## config.mk

```make
export PLATFORM = sky130hd
export DESIGN_NAME = vsid_scrambler
export DESIGN_NICKNAME = d
export VERILOG_FILES = /design/src/rtl/vsid_pkg.sv /design/src/rtl/vsid_proto_build.sv /design/src/rtl/vsid_mul_stage.sv /design/src/rtl/vsid_fold_stage.sv /design/src/rtl/vsid_fix_stage.sv /design/src/rtl/vsid_scrambler.sv
export SDC_FILE = /design/constraint.sdc
export NUM_CORES = 2
export LEC_CHECK = 0
export CORE_ASPECT_RATIO = 0.8
export CORE_MARGIN = 5
export CORE_UTILIZATION = 50
export DETAILED_ROUTE_END_ITERATION = 16
export HOLD_SLACK_MARGIN = 0.03
export MAX_ROUTING_LAYER = met4
export PLACE_DENSITY_LB_ADDON = 0.2
export SLEW_MARGIN = 20
export SYNTH_ARGS = -nofsm -noshare
export SYNTH_HDL_FRONTEND = slang
export SYNTH_HIERARCHICAL = 1
export SYNTH_SLANG_ARGS = --single-unit
export TNS_END_PERCENT = 20
```

## constraint.sdc

```tcl
create_clock -name clk -period 3.7 [get_ports clk]
set_input_delay 1.11 -clock clk [delete_from_list [all_inputs] [get_ports clk]]
set_output_delay 1.11 -clock clk [all_outputs]
set_load 0.005 [all_outputs]
```

## src/rtl/vsid_pkg.sv

```systemverilog
package vsid_pkg;
  localparam int SEG_W      = 36;
  localparam int CTX_W      = 19;
  localparam int USR_W      = 16;
  localparam int MULT_W     = 28;
  localparam int PROD_W     = SEG_W + MULT_W;
  localparam int FOLD_W     = SEG_W + 1;
  localparam logic [MULT_W-1:0] MULT_K = 28'd200730139;
  localparam logic [SEG_W-1:0]  MOD_V  = {SEG_W{1'b1}};

  typedef logic [SEG_W-1:0]  seg_t;
  typedef logic [PROD_W-1:0] prod_t;
  typedef logic [FOLD_W-1:0] fold_t;

  function automatic seg_t build_proto(input logic kern,
                                       input logic [CTX_W-1:0] ctx,
                                       input seg_t esid);
    seg_t p;
    if (kern) p = esid;
    else      p = {{(SEG_W-CTX_W-USR_W){1'b0}}, ctx, esid[USR_W-1:0]};
    return p;
  endfunction

  function automatic logic proto_reserved(input seg_t p);
    return (p == MOD_V) || (p[SEG_W-1:SEG_W-2] == 2'b10);
  endfunction

  function automatic fold_t fold_prod(input prod_t pr);
    fold_t hi, lo;
    hi = {{(FOLD_W-(PROD_W-SEG_W)){1'b0}}, pr[PROD_W-1:SEG_W]};
    lo = {1'b0, pr[SEG_W-1:0]};
    return hi + lo;
  endfunction

  function automatic seg_t fix_fold(input fold_t x);
    logic [FOLD_W:0] inc;
    fold_t sum;
    inc = {1'b0, x} + {{FOLD_W{1'b0}}, 1'b1};
    sum = x + {{(FOLD_W-1){1'b0}}, inc[SEG_W]};
    return sum[SEG_W-1:0];
  endfunction
endpackage

```

## src/rtl/vsid_proto_build.sv

```systemverilog
module vsid_proto_build
  import vsid_pkg::*;
(
  input  logic             kern,
  input  logic [CTX_W-1:0] ctx,
  input  seg_t             esid,
  output seg_t             proto,
  output logic             resv
);
  always_comb begin
    proto = build_proto(kern, ctx, esid);
    resv  = proto_reserved(proto);
  end

  always_comb begin
    if (!kern) a_r2_user_top_clear: assert (proto[SEG_W-1] == 1'b0);
  end
endmodule

```

## src/rtl/vsid_mul_stage.sv

```systemverilog
module vsid_mul_stage
  import vsid_pkg::*;
(
  input  logic  clk,
  input  logic  rst_n,
  input  logic  vin,
  input  seg_t  proto,
  input  logic  resv,
  output logic  vout,
  output prod_t prod,
  output logic  err
);
  prod_t prod_c;
  always_comb prod_c = prod_t'(proto) * prod_t'(MULT_K);

  always_ff @(posedge clk or negedge rst_n) begin
    if (!rst_n) begin
      vout <= 1'b0;
      prod <= '0;
      err  <= 1'b0;
    end else begin
      vout <= vin;
      if (vin) begin
        prod <= resv ? '0 : prod_c;
        err  <= resv;
      end
    end
  end

  a_r4_err_prod_zero: assert property (@(posedge clk) disable iff (!rst_n)
    vout && err |-> prod == '0);
endmodule

```

## src/rtl/vsid_fold_stage.sv

```systemverilog
module vsid_fold_stage
  import vsid_pkg::*;
(
  input  logic  clk,
  input  logic  rst_n,
  input  logic  vin,
  input  prod_t prod,
  input  logic  ein,
  output logic  vout,
  output fold_t x,
  output logic  err
);
  localparam fold_t FOLD_MAX = fold_t'(MOD_V) + fold_t'({MULT_W{1'b1}});

  always_ff @(posedge clk or negedge rst_n) begin
    if (!rst_n) begin
      vout <= 1'b0;
      x    <= '0;
      err  <= 1'b0;
    end else begin
      vout <= vin;
      if (vin) begin
        x   <= fold_prod(prod);
        err <= ein;
      end
    end
  end

  a_r3_fold_bound: assert property (@(posedge clk) disable iff (!rst_n)
    vout |-> x <= FOLD_MAX);
endmodule

```

## src/rtl/vsid_fix_stage.sv

```systemverilog
module vsid_fix_stage
  import vsid_pkg::*;
(
  input  logic  clk,
  input  logic  rst_n,
  input  logic  vin,
  input  fold_t x,
  input  logic  ein,
  output logic  vout,
  output seg_t  vsid,
  output logic  err
);
  always_ff @(posedge clk or negedge rst_n) begin
    if (!rst_n) begin
      vout <= 1'b0;
      vsid <= '0;
      err  <= 1'b0;
    end else begin
      vout <= vin;
      if (vin) begin
        vsid <= ein ? '0 : fix_fold(x);
        err  <= ein;
      end
    end
  end

  a_r8_never_modulus: assert property (@(posedge clk) disable iff (!rst_n)
    vout && !err |-> vsid != MOD_V);
  a_r4_err_zero_out: assert property (@(posedge clk) disable iff (!rst_n)
    vout && err |-> vsid == '0);
endmodule

```

## src/rtl/vsid_scrambler.sv

```systemverilog
module vsid_scrambler
  import vsid_pkg::*;
(
  input  logic        clk,
  input  logic        rst_n,
  input  logic        in_valid,
  output logic        in_ready,
  input  logic        in_kernel,
  input  logic [18:0] in_context,
  input  logic [35:0] in_esid,
  output logic        out_valid,
  output logic [35:0] out_vsid,
  output logic        out_err
);
  logic  ready_q;
  logic  accept;
  seg_t  proto;
  logic  resv;
  logic  m_v, m_e, f_v, f_e;
  prod_t m_prod;
  fold_t f_x;

  always_ff @(posedge clk or negedge rst_n) begin
    if (!rst_n) ready_q <= 1'b0;
    else        ready_q <= 1'b1;
  end

  assign in_ready = ready_q;
  assign accept   = in_valid && ready_q;

  vsid_proto_build u_proto (
    .kern(in_kernel), .ctx(in_context), .esid(in_esid),
    .proto(proto), .resv(resv)
  );

  vsid_mul_stage u_mul (
    .clk(clk), .rst_n(rst_n), .vin(accept), .proto(proto), .resv(resv),
    .vout(m_v), .prod(m_prod), .err(m_e)
  );

  vsid_fold_stage u_fold (
    .clk(clk), .rst_n(rst_n), .vin(m_v), .prod(m_prod), .ein(m_e),
    .vout(f_v), .x(f_x), .err(f_e)
  );

  vsid_fix_stage u_fix (
    .clk(clk), .rst_n(rst_n), .vin(f_v), .x(f_x), .ein(f_e),
    .vout(out_valid), .vsid(out_vsid), .err(out_err)
  );

  a_r6_latency: assert property (@(posedge clk) disable iff (!rst_n)
    out_valid == $past(accept, 3));
  a_r6_err_tracks: assert property (@(posedge clk) disable iff (!rst_n)
    out_valid |-> out_err == $past(resv, 3));
  a_r7_ready_after_reset: assert property (@(posedge clk) disable iff (!rst_n)
    $past(rst_n) |-> in_ready);
endmodule

```

# Word level (Yosys, flattened, before mapping)
# Cells that the tools add are included.
# totals
regBits,144
word_cells,21
in_bits,59
out_inout_bits,39
# op_classes
n_addsub,3
mux,3
reduce_logical,2
n_eq_ne,2
mul,1
# op_table
operator,n
$mux 36,2
$mul 36x28->64 const B,1
$mux 64,1
$add 28x36->37,1
$add 37x1->37 const B,1
$add 36x1->36,1
$eq 36x36->1 const B,1
$eq 2x2->1 const B,1
$logic_and 1x1->1,1
$logic_or 1x1->1,1

# Logic depth before layout (Yosys ltp)
# logic_depth
word_depth,4
ltp_mapped,28

# Modules after synthesis
# Netlist, hierarchy kept.
# by_module_without_submodules
module,area_per_inst_um2,instances,seq_area_each_um2,cells_each
vsid_mul_stage,22799.4,1,1651.6,2375
vsid_fold_stage,3324.4,1,975.9,361
vsid_fix_stage,2371.0,1,950.9,264
vsid_proto_build,506.7,1,0.0,69
vsid_scrambler,35.0,1,25.0,3

# Worst setup path before layout
# No wires, ideal clock.
# synth_timing
path_type,input to register
startpoint,in in_kernel
endpoint,reg u_mul.prod[58]
n_path_buf,4
setup_ns,0.126
setup_slack_ns,-4.843
cell_stages,24
t_arrival_ns,8.417
cell_sequence,buf_6 buf_4 buf_4 o21ai_0 fa_1 fa_1 inv_1 fa_1 inv_1 fa_1 fa_1 fa_1 inv_1 fa_1 inv_1 ha_1 buf_2 nand2_1 nor4_1 nand3_1 a2111oi_2 o22ai_2 o2111a_1 a221o_1
# synth_between
elab_chain_len,4
elab_cells_between_ends,6
classes_between,mul (1); eq/ne (2); mux (2); reduce/logical (1)
# synth_lines
item,line_no,source
start: declaration,vsid_scrambler.sv:8,"input logic in_kernel,"
$mux 36 *,vsid_pkg.sv:19,if (kern) p = esid;
named net proto[26],vsid_scrambler.sv:17,seg_t proto;
"parallel branches: the longest is 2 deep, another holds $mul 36x28->64",n/a,
$mux 64 *,vsid_mul_stage.sv:24,prod <= resv ? '0 : prod_c;
end signal: assignment,vsid_mul_stage.sv:24,
end: declaration,vsid_mul_stage.sv:10,"output prod_t prod,"
# Mark *: on every way through the listed nets, which the timed path passes.
# A chain may end at the register's enable or synchronous reset.

# Worst setup path in the final report
# layout_timing
startpoint,in in_kernel
endpoint,reg u_mul.prod[59]
# Same word-level chain as after synthesis.

==> impl_metrics.prom <==
# TYPE chip_impl_metric gauge
chip_impl_metric{name="post-route-min-period",unit="ps"} 7440
chip_impl_metric{name="globalRouteTotalUtil",unit="%"} 30.8
chip_impl_metric{name="synth.yosys.warnings",unit=""} 6
chip_impl_metric{name="worst-endpoint-required",unit="ps"} 4060
chip_impl_metric{name="multi_input_area",unit="µm²"} 23000
chip_impl_metric{name="max_transition_margin",unit="%"} 36.6
chip_impl_metric{name="cp.arrival",unit="ps"} 7800
chip_impl_metric{name="route.detailed.wl_per_inst",unit="µm"} 20.8
chip_impl_info{name="yosys.cell_count.top_type",value="inv_1"} 1
chip_impl_info{name="hold_path.class",value="reg2reg"} 1
chip_impl_info{name="cell_type_with_the_highest_aggregate_area_in_the_netlist",value="fa_1"} 1
chip_impl_info{name="cts_root_buffer",value="clkbuf_16"} 1
chip_impl_metric{name="dr.first_iter.drc_count",unit=""} 1813
chip_impl_info{name="end_kind",value="flip-flop"} 1
chip_impl_metric{name="insertion_delay",unit="ps"} 440
chip_impl_metric{name="drt_pre_antenna_iters",unit=""} 6
chip_impl_metric{name="synth-edff-count",unit=""} 0
chip_impl_metric{name="drc_errors",unit=""} 0
chip_impl_metric{name="cts_htree_levels",unit=""} 4
chip_impl_metric{name="syn_nets",unit=""} 4003
chip_impl_metric{name="place.port_buffers",unit=""} 97
chip_impl_metric{name="fin_crit_sh",unit="%"} 201
chip_impl_info{name="post_synth_main_area_contributors",value="fa_1, ha_1, dfrtp_1"} 1
chip_impl_metric{name="synth_top_cell_area_share",unit="%"} 33.8
chip_impl_info{name="timing.critical_path.from_type",value="input port"} 1
chip_impl_metric{name="post_route_cells_drive_above_1_share",unit="%"} 25.9
chip_impl_metric{name="hold_viol",unit=""} 0
chip_impl_metric{name="initial_core_util",unit="%"} 50.2
chip_impl_info{name="status",value="finished with violations"} 1
chip_impl_metric{name="cap_violations",unit=""} 0
chip_impl_metric{name="clock_path_buffers",unit=""} 2
chip_impl_metric{name="drv_slew",unit=""} 0
chip_impl_metric{name="floorplan.die.width",unit="µm"} 279
chip_impl_metric{name="maxClockFrequency",unit="GHz"} 0.134
chip_impl_metric{name="syn2layout_area_growth",unit="%"} 27.7
chip_impl_metric{name="synth.cell_area",unit="µm²"} 29000
chip_impl_metric{name="vias_per_cell",unit=""} 5.42
chip_impl_metric{name="clock_input_transition_at_the_sequential_cells_of_the_worst_setup_and_hold_paths",unit="ps"} 60
chip_impl_metric{name="synth_cells",unit=""} 3072
chip_impl_metric{name="synth_sequential_area_ratio",unit="%"} 12.4
chip_impl_metric{name="io-pin-count",unit=""} 98
chip_impl_info{name="violations",value="negative setup slack"} 1
chip_impl_metric{name="dpl_worst_slack",unit="ps"} -4680
chip_impl_metric{name="sequential_cell_area",unit="µm²"} 3600
chip_impl_metric{name="first_global_vias",unit=""} 25800
chip_impl_metric{name="insertedDiodeCount",unit=""} 0
chip_impl_metric{name="fillers",unit=""} 4723
chip_impl_info{name="grt_setup_unrepaired",value="true"} 1
chip_impl_metric{name="largest_fanout_on_the_critical_path",unit=""} 8
chip_impl_info{name="synth-main-ff-cell",value="dfrtp_1"} 1
chip_impl_metric{name="global_route_wire_length_before_repair",unit="µm"} 145000
chip_impl_metric{name="placementRows",unit=""} 79
chip_impl_metric{name="drt_antenna_net_count",unit=""} 0
chip_impl_metric{name="globalRouteOverflowTotal",unit=""} 0
chip_impl_metric{name="route.vias.total",unit=""} 24100
chip_impl_info{name="timing.setup.critical_path_class",value="in2reg"} 1
chip_impl_metric{name="synth_cell_type_count",unit=""} 102
chip_impl_metric{name="synth_async_sr_flop_share",unit="%"} 100
chip_impl_info{name="yosys-top-cells-count",value="inv_1, fa_1, ha_1"} 1
chip_impl_metric{name="synth_seq_cells",unit=""} 144
chip_impl_info{name="tritoncts",value="done"} 1
chip_impl_metric{name="dp.final_hpwl",unit="µm"} 78800
chip_impl_metric{name="tritoncts.num_buffers",unit=""} 17
chip_impl_metric{name="grt_start_max_net_pins",unit=""} 59
chip_impl_metric{name="syn_avg_cell_area",unit="µm²"} 9.45
chip_impl_metric{name="layout.nets",unit=""} 4592
chip_impl_metric{name="finalWeightedCongestion",unit=""} 1.05
chip_impl_metric{name="final.setup_skew",unit="ps"} 8.58
chip_impl_metric{name="max_slew.worst_pin.slew",unit="ps"} 939
chip_impl_metric{name="initial_antenna_violation_count",unit=""} 0
chip_impl_metric{name="clock_sinks",unit=""} 144
chip_impl_metric{name="die_h",unit="µm"} 226
chip_impl_metric{name="core-area",unit="µm²"} 57800
chip_impl_metric{name="die_area",unit="µm²"} 63000
chip_impl_metric{name="drt-total-wl",unit="µm"} 92600
chip_impl_metric{name="final_worst_path_setup_slack",unit="ps"} -3740
chip_impl_metric{name="final-setup-viol-count",unit=""} 59
[layout make-up]
| cell class | count | area share [%] |
|---|---|---|
| well taps | 769 | 2.59 |
| flip-flops and latches | 144 | 9.71 |
| multi-input cells | 1912 | 61.9 |
| clock buffers | 22 | 1.22 |
| repair buffers | 665 | 14.9 |
| inverters | 921 | 9.37 |
| clock inverters | 10 | 0.304 |
[worst paths after layout]
kind,start,to,slack (ps),cells past startpoint
min in group asynchronous,rst_n,u_fix/vsid[3],620,1
hold / removal,u_fix/vsid[10],u_fix/vsid[10],480,2
setup / recovery,in_kernel,u_mul/prod[59],-3740,25
hold reg to reg,u_fix/vsid[10],u_fix/vsid[10],480,2
setup reg to reg,u_fold/x[9],u_fix/vsid[28],360,11
max in group asynchronous,rst_n,u_mul/prod[45],2200,2
[registers in the layout, summed over array words and instances, names as in the netlist]
signal	count
u_fix/err	1
u_fold/x	37
u_mul/prod	64
u_fold/vout	1
in_ready	1
u_fix/vout	1
u_fold/err	1
u_fix/vsid	36
u_mul/vout	1
u_mul/err	1
[worst max-delay path, stage by stage]
cell and delay (ps):
buf_12 110, buf_12 130, mux2_4 320, inv_4 70
buf_12 90, fa_1 440, fa_1 520, inv_2 50
fa_1 510, fa_1 440, fa_1 550, fa_1 570
inv_2 40, fa_1 500, inv_2 50, ha_4 240
a21oi_4 170, o21ai_1 100, a21o_1 210, a221o_1 310
a211oi_2 240, o31ai_2 120, a21o_2 300, or4b_1 480
o211ai_1 110
[kinds of logic after synthesis]
kind of cell / count (synthesis) / synth area share (%)
buffers and inverters: 1016 / 13.7
adder cells (fa/ha/maj): 872 / 50.2
AND/OR/NAND/NOR: 464 / 8.38
AO/OA/AOI/OAI: 451 / 11.2
flip-flops: 144 / 12.4
XOR/XNOR: 82 / 2.47
multiplexers: 42 / 1.63
other: 1 / 0.0129
[routing by layer]
metal  wire length, µm  share of wire, %  global-route usage, %  vias up
li1                  -                 -                      -    11000
met1             40900                44                   42.4    12200
met2             41900                45                   47.2      827
met5                 0                 0                      -        -
met4              2070               2.2                   6.17        0
met3              7730               8.4                   7.64      112
[stage by stage]
| stage | utilization (%) | hold slack [ps] | area [µm²] | cells | setup TNS [ps] |
|---|---|---|---|---|---|
| 2_1_floorplan | - | 349 | 29300 | 3072 | -170240 |
| 3_3_place_gp | 59.7 | 476 | 34500 | 4335 | -227070 |
| 3_5_place_dp | 59.7 | 473 | 34500 | 4335 | -230050 |
| 4_1_cts | 63.2 | 484 | 36500 | 4425 | -174500 |
| 5_1_grt | 64.1 | 507 | 37100 | 4443 | -185010 |
| 6_report | 64.1 | 481 | 37100 | 4443 | -174900 |
[what timing repair did]
action / 4_1_cts / 5_1_grt
hold buffers: 0 / 0
setup endpoints to repair: 60 / 60
gates cloned: 1 / 0
pin swaps: 180 / 130
gates resized for setup: 258 / 110
setup buffers: 60 / 20
[layout by cell type (no fill, tap or decap), drive strengths merged, types with 60 or more instances in the layout]
cell type        n
a21oi          115
buf            570
clkdlybuf4s50   60
dfrtp          144
fa             490
ha             382
inv            920
nand2          130
nor2            72
o21ai           73
Power is left out: the tool's default activity adds up to more than one toggle a clock period on the data nets, which glitch-free logic cannot reach.
